## src/rtl/tbd_pkg.sv

```systemverilog
package tbd_pkg;
  localparam int unsigned STAT_W    = 16;
  localparam int unsigned LEN_W     = 16;
  localparam int unsigned PTR_W     = 32;
  localparam int unsigned BYTE_W    = 8;
  localparam int unsigned DESC_BYTES = 8;
  // status bit positions (bit 15 = MSB)
  localparam int unsigned ST_READY  = 15;
  localparam int unsigned ST_WRAP   = 13;
  localparam int unsigned ST_INTR   = 12;
  localparam int unsigned ST_CONT   = 9;

  typedef struct packed {
    logic [STAT_W-1:0] stat;
    logic [LEN_W-1:0]  len;
    logic [PTR_W-1:0]  ptr;
  } tbd_desc_t;

  localparam int unsigned DESC_W = $bits(tbd_desc_t);

  typedef enum logic [2:0] {C_IDLE, C_FETCH, C_WAIT, C_SEND, C_CLOSE} ctrl_st_e;
  typedef enum logic [1:0] {S_IDLE, S_REQ, S_CAP, S_HOLD} strm_st_e;
endpackage

```

## src/rtl/tbd_byte_stream.sv

```systemverilog
module tbd_byte_stream
  import tbd_pkg::*;
(
  input  logic              clk_i,
  input  logic              rst_ni,
  input  logic              start_i,
  input  logic [LEN_W-1:0]  len_i,
  input  logic [PTR_W-1:0]  ptr_i,
  input  logic              abort_i,
  output logic              done_o,
  output logic              halt_o,
  output logic              buf_req_o,
  output logic [PTR_W-1:0]  buf_addr_o,
  input  logic [BYTE_W-1:0] buf_rdata_i,
  output logic [BYTE_W-1:0] tx_data_o,
  output logic              tx_valid_o,
  input  logic              tx_ready_i
);
  strm_st_e          st_q;
  logic [LEN_W-1:0]  cnt_q;
  logic [PTR_W-1:0]  addr_q;
  logic [BYTE_W-1:0] data_q;
  logic              hs, last;

  assign hs   = (st_q == S_HOLD) && tx_ready_i;
  assign last = (cnt_q == LEN_W'(1));

  assign done_o     = hs && last;
  assign halt_o     = (hs && !last && abort_i) || ((st_q == S_REQ) && abort_i);
  assign buf_req_o  = (st_q == S_REQ) && !abort_i;
  assign buf_addr_o = addr_q;
  assign tx_data_o  = data_q;
  assign tx_valid_o = (st_q == S_HOLD);

  always_ff @(posedge clk_i or negedge rst_ni) begin
    if (!rst_ni) begin
      st_q   <= S_IDLE;
      cnt_q  <= '0;
      addr_q <= '0;
      data_q <= '0;
    end else begin
      unique case (st_q)
        S_IDLE: if (start_i) begin
          cnt_q  <= len_i;
          addr_q <= ptr_i;
          st_q   <= S_REQ;
        end
        S_REQ: st_q <= abort_i ? S_IDLE : S_CAP;
        S_CAP: begin
          data_q <= buf_rdata_i;
          addr_q <= addr_q + PTR_W'(1);
          st_q   <= S_HOLD;
        end
        S_HOLD: if (tx_ready_i) begin
          cnt_q <= cnt_q - LEN_W'(1);
          st_q  <= (last || abort_i) ? S_IDLE : S_REQ;
        end
        default: st_q <= S_IDLE;
      endcase
    end
  end
endmodule

```

## src/rtl/tbd_ring_ctrl.sv

```systemverilog
module tbd_ring_ctrl
  import tbd_pkg::*;
#(
  parameter int unsigned ADDR_W = 16
) (
  input  logic              clk_i,
  input  logic              rst_ni,
  input  logic              enable_i,
  input  logic [ADDR_W-1:0] ring_base_i,
  output logic              desc_req_o,
  output logic              desc_we_o,
  output logic [ADDR_W-1:0] desc_addr_o,
  output logic [STAT_W-1:0] desc_wdata_o,
  input  logic [DESC_W-1:0] desc_rdata_i,
  output logic              start_o,
  output logic [LEN_W-1:0]  len_o,
  output logic [PTR_W-1:0]  ptr_o,
  output logic              abort_o,
  input  logic              done_i,
  input  logic              halt_i,
  output logic              close_o,
  output logic              close_irq_o
);
  localparam logic [ADDR_W-1:0] STEP = ADDR_W'(DESC_BYTES);

  ctrl_st_e          st_q;
  logic [ADDR_W-1:0] ptr_q;
  tbd_desc_t         desc_q, rd_desc;
  logic              rd_ready, rd_empty;
  logic [STAT_W-1:0] wb_stat;

  assign rd_desc  = tbd_desc_t'(desc_rdata_i);
  assign rd_ready = rd_desc.stat[ST_READY];
  assign rd_empty = (rd_desc.len == '0);

  always_comb begin
    wb_stat = desc_q.stat;
    if (!desc_q.stat[ST_CONT]) wb_stat[ST_READY] = 1'b0;
  end

  assign desc_req_o   = (st_q == C_FETCH) || (st_q == C_CLOSE);
  assign desc_we_o    = (st_q == C_CLOSE);
  assign desc_addr_o  = ptr_q;
  assign desc_wdata_o = wb_stat;

  assign start_o     = (st_q == C_WAIT) && enable_i && rd_ready && !rd_empty;
  assign len_o       = rd_desc.len;
  assign ptr_o       = rd_desc.ptr;
  assign abort_o     = !enable_i;
  assign close_o     = (st_q == C_CLOSE);
  assign close_irq_o = desc_q.stat[ST_INTR];

  always_ff @(posedge clk_i or negedge rst_ni) begin
    if (!rst_ni) begin
      st_q   <= C_IDLE;
      ptr_q  <= '0;
      desc_q <= '0;
    end else begin
      unique case (st_q)
        C_IDLE: begin
          ptr_q <= ring_base_i;
          if (enable_i) st_q <= C_FETCH;
        end
        C_FETCH: st_q <= enable_i ? C_WAIT : C_IDLE;
        C_WAIT: begin
          desc_q <= rd_desc;
          if (!enable_i)     st_q <= C_IDLE;
          else if (!rd_ready) st_q <= C_FETCH;   // stall on this entry
          else if (rd_empty)  st_q <= C_CLOSE;
          else                st_q <= C_SEND;
        end
        C_SEND: begin
          if (done_i)      st_q <= C_CLOSE;
          else if (halt_i) st_q <= C_IDLE;
        end
        C_CLOSE: begin
          ptr_q <= desc_q.stat[ST_WRAP] ? ring_base_i : ptr_q + STEP;
          st_q  <= enable_i ? C_FETCH : C_IDLE;
        end
        default: st_q <= C_IDLE;
      endcase
    end
  end
endmodule

```

## src/rtl/tbd_event_flags.sv

```systemverilog
module tbd_event_flags (
  input  logic clk_i,
  input  logic rst_ni,
  input  logic set_i,
  input  logic irq_en_i,
  input  logic clr_i,
  output logic evt_o,
  output logic irq_o
);
  logic evt_q, irq_q;

  always_ff @(posedge clk_i or negedge rst_ni) begin
    if (!rst_ni) begin
      evt_q <= 1'b0;
      irq_q <= 1'b0;
    end else begin
      if (set_i)      evt_q <= 1'b1;
      else if (clr_i) evt_q <= 1'b0;
      if (set_i && irq_en_i) irq_q <= 1'b1;
      else if (clr_i)        irq_q <= 1'b0;
    end
  end

  assign evt_o = evt_q;
  assign irq_o = irq_q;
endmodule

```

## src/rtl/tbd_ring_engine.sv

```systemverilog
module tbd_ring_engine
  import tbd_pkg::*;
#(
  parameter int unsigned ADDR_W = 16
) (
  input  logic              clk_i,
  input  logic              rst_ni,
  input  logic              enable_i,
  input  logic [ADDR_W-1:0] ring_base_i,
  output logic              desc_req_o,
  output logic              desc_we_o,
  output logic [ADDR_W-1:0] desc_addr_o,
  output logic [15:0]       desc_wdata_o,
  input  logic [63:0]       desc_rdata_i,
  output logic              buf_req_o,
  output logic [31:0]       buf_addr_o,
  input  logic [7:0]        buf_rdata_i,
  output logic [7:0]        tx_data_o,
  output logic              tx_valid_o,
  input  logic              tx_ready_i,
  input  logic              evt_clr_i,
  output logic              evt_o,
  output logic              irq_o
);
  logic             start, abort, done, halt, close, close_irq;
  logic [LEN_W-1:0] len;
  logic [PTR_W-1:0] ptr;

  tbd_ring_ctrl #(.ADDR_W(ADDR_W)) i_ctrl (
    .clk_i        (clk_i),
    .rst_ni       (rst_ni),
    .enable_i     (enable_i),
    .ring_base_i  (ring_base_i),
    .desc_req_o   (desc_req_o),
    .desc_we_o    (desc_we_o),
    .desc_addr_o  (desc_addr_o),
    .desc_wdata_o (desc_wdata_o),
    .desc_rdata_i (desc_rdata_i),
    .start_o      (start),
    .len_o        (len),
    .ptr_o        (ptr),
    .abort_o      (abort),
    .done_i       (done),
    .halt_i       (halt),
    .close_o      (close),
    .close_irq_o  (close_irq)
  );

  tbd_byte_stream i_stream (
    .clk_i       (clk_i),
    .rst_ni      (rst_ni),
    .start_i     (start),
    .len_i       (len),
    .ptr_i       (ptr),
    .abort_i     (abort),
    .done_o      (done),
    .halt_o      (halt),
    .buf_req_o   (buf_req_o),
    .buf_addr_o  (buf_addr_o),
    .buf_rdata_i (buf_rdata_i),
    .tx_data_o   (tx_data_o),
    .tx_valid_o  (tx_valid_o),
    .tx_ready_i  (tx_ready_i)
  );

  tbd_event_flags i_flags (
    .clk_i    (clk_i),
    .rst_ni   (rst_ni),
    .set_i    (close),
    .irq_en_i (close_irq),
    .clr_i    (evt_clr_i),
    .evt_o    (evt_o),
    .irq_o    (irq_o)
  );
endmodule

```

## config.mk

```make
export PLATFORM = sky130hd
export DESIGN_NAME = tbd_ring_engine
export DESIGN_NICKNAME = d
export VERILOG_FILES = /design/src/rtl/tbd_pkg.sv /design/src/rtl/tbd_byte_stream.sv /design/src/rtl/tbd_ring_ctrl.sv /design/src/rtl/tbd_event_flags.sv /design/src/rtl/tbd_ring_engine.sv
export SDC_FILE = /design/constraint.sdc
export NUM_CORES = 1
export LEC_CHECK = 0
export BUFFER_PORTS_ARGS = -buffer_cell sky130_fd_sc_hd__buf_2
export CORE_MARGIN = 5
export CORE_UTILIZATION = 55
export CTS_CLUSTER_SIZE = 30
export DETAILED_ROUTE_END_ITERATION = 6
export GPL_TIMING_DRIVEN = 1
export PLACE_DENSITY = 0.86
export SLEW_MARGIN = 20
export SYNTH_ARGS = -nofsm -noshare
export SYNTH_HDL_FRONTEND = slang
export SYNTH_SLANG_ARGS = --single-unit
```

## constraint.sdc

```tcl
create_clock -name clk_i -period 3.5 [get_ports clk_i]
set_clock_uncertainty 0.05 [all_clocks]
set_input_delay 0.175 -clock clk_i [delete_from_list [all_inputs] [get_ports clk_i]]
set_output_delay 0.175 -clock clk_i [all_outputs]
set_load 0.01 [all_outputs]
```

* Word-level counts from Yosys, hierarchy flattened
Index checks and enable logic that the tools add are counted.
** Cells by class
- Multipliers :: 0
- $add $sub $neg :: 3
- Reductions and logical operators :: 28
- Mux-type cells :: 25
- Shifts and indexed selects :: 0
- Equality and inequality tests :: 12
- Magnitude comparators :: 0
- Div/mod/pow operators :: 0
- Bitwise operators :: 0
** Operators by type and width (count)
- $pmux W16 S2 :: 2
- $pmux W32 S2 :: 1
- $mux W16 :: 3
- $add A32 B1 Y32 const B :: 1
- $mux W32 :: 1
- $mux W3 :: 6
- $add A16 B4 Y16 const B :: 1
- $eq A16 B1 Y1 const B :: 1
- $logic_not A16 Y1 :: 1
- $sub A16 B1 Y16 const B :: 1
- $pmux W3 S5 :: 1
- $logic_and A1 B1 Y1 :: 10
- $reduce_bool A2 Y1 :: 5
- $mux W2 :: 4
- $pmux W2 S4 :: 1
- $eq A3 B2 Y1 const B :: 2
- $mux W1 :: 6
- $reduce_and A2 Y1 :: 3
- $eq A2 B2 Y1 const B :: 2
- $ne A2 B2 Y1 const B :: 2
- $eq A3 B1 Y1 const B :: 1
- $eq A3 B3 Y1 const B :: 1
- $logic_not A1 Y1 :: 3
- $logic_not A3 Y1 :: 1
- other kinds (6) :: 8
** Word-level totals
- Input port bits :: 93
- Memory bits (read-only) :: 0
- Logic and storage cells :: 77
- Register bits after elaboration :: 95
- Bits in writable memories :: 0
- Latch bits :: 0
- Output and inout bits :: 78
- Memories kept :: 0

* Depth between registers and ports, before layout
- Word-level depth :: 8
- Depth in mapped cells :: 7
- Depth with buffers taken out :: 7

* Hierarchy
Synthesis repeated with hierarchy kept, for this count alone.
** Second synthesis, totals
- Cells, all modules :: 690
- Area total of the unflattened synthesis :: 6045.8 um2
** Modules (own cells, without submodules)
- tbd_byte_stream :: cells each 454, sequential area each 1451.4 um2, area each 3752.3 um2, times used 1
- tbd_ring_ctrl :: cells each 231, sequential area each 875.8 um2, area each 2222.1 um2, times used 1
- tbd_event_flags :: cells each 5, sequential area each 50.0 um2, area each 71.3 um2, times used 1

* Worst setup path after synthesis
OpenSTA, ideal clock, no wires.
- Path kind :: register to register
- From :: register i_stream.addr_q[0], in the netlist i_stream.buf_addr_o[0]
- To :: register i_stream.addr_q[10], in the netlist i_stream.buf_addr_o[10]
- Data required time :: 3330 ps
- Path buffers :: 1
- Clock period less this slack :: 1823 ps
- Arrival time :: 1653 ps
- Slack :: 1677 ps
- Library setup time :: 120 ps
- Cell stages (with the launch flop) :: 7
- Cells stage by stage :: dfrtp_1 -> ha_1 -> and4b_1 -> clkbuf_1 -> and3_1 -> a311o_1 -> o211a_1
** On the way
- Longest elaborated chain between the ends :: 2
** RTL lines
- start: declaration :: line tbd_byte_stream.sv:21 : logic [PTR_W-1:0] addr_q;
- start signal: assignment :: line tbd_byte_stream.sv:45 : addr_q <= ptr_i;
- start signal: assignment :: line tbd_byte_stream.sv:51 : addr_q <= addr_q + PTR_W'(1);
- $add A32 B1 Y32 :: line tbd_byte_stream.sv:51
- $pmux W32 S2 :: line tbd_byte_stream.sv:42 : unique case (st_q)
Every way passes these cells.
A chain may end at the register's enable or synchronous reset.

* Worst setup path after layout
- From :: register i_stream.st_q[0]
- To :: register i_stream.addr_q[27], in the netlist i_stream.buf_addr_o[27]
** On the way
- Longest elaborated chain between the ends :: 3
- Elaborated cells between the ends (all ways) :: 6
- Classes of those cells :: eq/ne: 2; mux: 1; reduce/logical: 3
** RTL lines
- start: declaration :: line tbd_byte_stream.sv:19 : strm_st_e st_q;
- start signal: assignment :: line tbd_byte_stream.sv:48 : S_REQ: st_q <= abort_i ? S_IDLE : S_CAP;
- start signal: assignment :: line tbd_byte_stream.sv:56 : st_q <= (last || abort_i) ? S_IDLE : S_REQ;
- $eq A2 B2 Y1 or $logic_not A2 Y1 (tied branches) :: line tbd_byte_stream.sv:42
- $reduce_bool A2 Y1 (no line) or $ne A2 B2 Y1 (tied branches)
- $reduce_and A2 Y1 (no line)
Several ways; a longest one is shown, not always the timed one.

==> results.json <==
{
  "worstHoldStart": "desc_rdata_i[10]",
  "yosys.cell_types.count": 68,
  "r2r-end": "i_stream.buf_addr_o[27]",
  "fmax_mhz": 400,
  "dpl.cell_count": 807,
  "cp_data_arrival_time_ns": 2.70,
  "worst-r2r-setup-slack_ns": 1.0,
  "worst_setup_hold_path_clk_slew_ns": 0.09,
  "dpl.hpwl_mm": 10.6,
  "worst_skew_pair.late_latency_ns": 0.36,
  "timing.critical_path.slowest_stage_cell": "nor2_1",
  "drcViolationCount": 0,
  "fin_tns_setup_ns": 0,
  "post_cts_resized": 0,
  "leakagePower_uw": 0.00296,
  "clock-root-buffer": "clkbuf_8",
  "timing.setup.critical_path_class": "register to register",
  "unrepaired_setup_endpoints_after_global_routing": "false",
  "synthTopCellsByCount": "95 x dfrtp_1, 90 x nand2_1, 43 x a21oi_1",
  "syn2layout_area_growth_pct": 26.2,
  "period_minus_slack_ns": 2.50,
  "setup.worst_path.end_class": "register",
  "timing.rr.start": "i_stream.st_q[0]",
  "hold_depth": 2,
  "antenna_found_initial": 0,
  "cp.required_ns": 3.70,
  "first_global_vias": 5025,
  "max_vdd_drop_mv": 0.502,
  "cp_slowest_stage_delay_ns": 0.66,
  "num-fill-cells": 706,
  "post_synth_instance_area_sq_um": 5160,
  "htree_num_levels": 3,
  "postRouteWirelength_mm": 14.8,
  "globalplace.congestion": 0.922,
  "area_of_the_die_sq_um": 11400,
  "ys_seq_elements": 95,
  "cts_tree": "yes",
  "slew_viol_final": 0,
  "initial_utilization_pct": 56.1,
  "synth_edf_count": 0,
  "power_per_cell_area_nw_per_um2": 767,
  "register_area_share_after_synthesis_pct": 46.1,
  "drive_gt1_share_pct": 30.5,
  "floorplan.io_pins": 171,
  "cp_num_cells": 5,
  "yosys.area_share.simple_pct": 23.1,
  "highest_fanout_seen_on_the_critical_path": 21,
  "synth_top_cells_by_area": "dfrtp_1 46%, nand2_1 6.5%, a21oi_1 4.2%",
  "timing.slew.headroom_pct": 39.0,
  "critical_path.n_buffers_inverters": 0,
  "drt_iter0_drc": 278,
  "diodes": 0,
  "synth.area.mux_share_pct": 3.88,
  "crit_path_cell_trace": "nand2b_1 > nor2_1 > and2_1 > nand2_1 > o311ai_1",
  "syn_avg_cell_area_sq_um": 9.27,
  "synth_area_leader_cell": "dfrtp_1",
  "worst_pin_slew_ns": 0.914,
  "holdPathEnd": "i_stream.buf_addr_o[10]",
  "startpoint_class": "register",
  "number_of_buffers_added_for_setup_after_cts": 0,
  "groute.usage.overall_pct": 25.5,
  "die_width_um": 107,
  "synth-warning-count": 0,
  "vias_per_cell": 6.08,
  "ys.flop_type": "dfrtp_1",
  "detail_route.first_pass.iterations": 6,
  "syn-instance-count": 557,
  "run_status": "finished clean",
  "yosysMostFrequentCell": "dfrtp_1",
  "combinational_family_with_the_most_area_after_synthesis": "simple AND/OR/NAND/NOR gates",
  "placementRows": 35,
  "synthArstFlopShare_pct": 100,
  "routed-via-count": 5217,
  "grt_pass1_wl_mm": 23.8,
  "post_layout_nonfiller_instances": 858,
  "portBuffers": 170,
  "syn_nets": 654,
  "finish.net_count": 840,
  "reg2regPathDepth": 5,
  "layout_worst_path_cycle_share_pct": 71.5,
  "adder_cell_share_of_the_synthesized_area_pct": 0.970,
  "grt_start_max_net_pins": 44,
  "tritoncts_num_sinks": 95,
  "die-height_um": 107,
  "maxCapViolations": 0,
  "placeableCoreArea_sq_um": 9200,
  "hold_wc_path_type": "input pin to register",
  "cp_top_family": "simple AND/OR/NAND/NOR gates",
  "gr-total-overflow": 0,
  "tritoncts.num_buffers": 9,
  "timing.final.setup_violations": 0,
  "drt.antenna.violating_nets": 0,
  "wire_per_inst_um": 17.2,
  "synth_largest_type_area_fraction_pct": 46.1,
  "synth_compound_area_share_pct": 20.5,
  "hold_viol_final": 0,
  "clk_buf_depth": 2,
  "yosys.area_share.xor_xnor_pct": 0.170
}
==> worst max-delay path by stage <==
stage	from	end	slack [ns]
final	i_stream.st_q[0]	i_stream.buf_addr_o[27]	1.0
after global routing	i_stream.st_q[0]	i_stream.buf_addr_o[27]	0.81
after CTS	i_stream.st_q[0]	i_stream.buf_addr_o[27]	1.12
after detailed placement	i_stream.st_q[0]	i_stream.buf_addr_o[27]	1.14
after global placement	i_stream.st_q[0]	i_stream.buf_addr_o[21]	1.27
after floorplan	i_stream.buf_addr_o[0]	i_stream.buf_addr_o[10]	1.68
==> cells in the final DEF, fill, tap and decap left out, drive strengths merged, types with 3 or more instances in the layout <==
cell type / netlist / layout
buf: 28 / 176
dfrtp: 95 / 95
nand2: 92 / 92
a21oi: 43 / 43
nor2: 40 / 40
dlygate4sd3: 0 / 36
o21ai: 29 / 29
nand3: 23 / 23
mux2: 16 / 16
nand4: 16 / 16
o22ai: 15 / 15
inv: 14 / 14
clkbuf: 9 / 13
nor4: 12 / 12
o211ai: 11 / 11
o311ai: 11 / 11
a31oi: 9 / 9
and3: 8 / 8
a211oi: 7 / 7
a22oi: 5 / 5
and4: 5 / 5
nor3: 5 / 5
and2: 4 / 4
nand2b: 4 / 4
o22a: 4 / 4
or3: 4 / 4
ha: 4 / 4
o221a: 3 / 3
nor3b: 3 / 3
or4: 3 / 3
==> power breakdown <==
group	switching [uW]	leakage [uW]	total [uW]	internal, uW
clock	372	0.0000857	668	296
combinational	1220	0.00175	2170	952
sequential	564	0.00113	2160	1600
total	2150	0.00296	5000	2840
==> worst register-to-register path, cell delays in order, from the launching register on <==
cell	delay, ns
dfrtp_1	0.45
nand2b_1	0.55
nor2_1	0.66
and2_1	0.29
nand2_1	0.12
o311ai_1	0.29
==> layer usage <==
layer  GRT usage (%)  routed length, um
met5               0                  0
met3            4.33               1190
met4            9.50                369
met2            43.8               7330
met1            32.3               5910
==> sequential cells by signal, indices dropped and copies added (netlist names), named ones only <==
name / count
i_stream.buf_addr_o: 32
i_ctrl.desc_addr_o: 16
i_stream.cnt_q: 16
i_ctrl.desc_wdata_o: 14
i_stream.tx_data_o: 8
i_ctrl.st_q: 3
i_ctrl.close_irq_o: 1
i_ctrl.desc_q: 1
i_flags.evt_o: 1
i_flags.irq_o: 1
i_stream.st_q: 1
==> per-stage QoR <==
step	setup WS [ns]	hold WS, ns	total power [uW]	cell area [sq um]	utilization [%]
after floorplan	1.68	-0.171	3560	5160	-
after global placement	1.27	0.0670	4160	5980	65.0
after detailed placement	1.14	0.0671	4300	5980	65.0
after CTS	1.12	0.00110	5000	6510	70.8
after global routing	0.813	0.000545	5360	6510	70.8
final	0.997	0.00891	5000	6510	70.8
==> logic make-up (layout without fill, tap and decap cells) <==
family,count (synthesis),after routing
and+or+nand+nor,228,228
AOI/OAI and AO/OA,160,160
DFF,95,95
buffers and inverters,51,241
muxes,18,18
adders and majority gates,4,4
xor gates and xnor gates,1,1
==> timing repair <==
| item | in CTS | in global routing |
|---|---|---|
| hold buffers | 36 | 0 |
| setup endpoints to repair | 0 | 0 |
| hold endpoints to repair | 61 | 0 |
==> layout make-up <==
type	count	area, sq um	share of cell area (%)
Multi-Input combinational cell	411	2510	38.6
Sequential cell	95	2380	36.5
Clock inverter	2	16.3	0.250
Timing Repair Buffer	212	1260	19.3
Clock buffer	13	159	2.44
Inverter	14	52.6	0.807
Tap cell	111	139	2.13
Power figures use the tool's default switching activity.
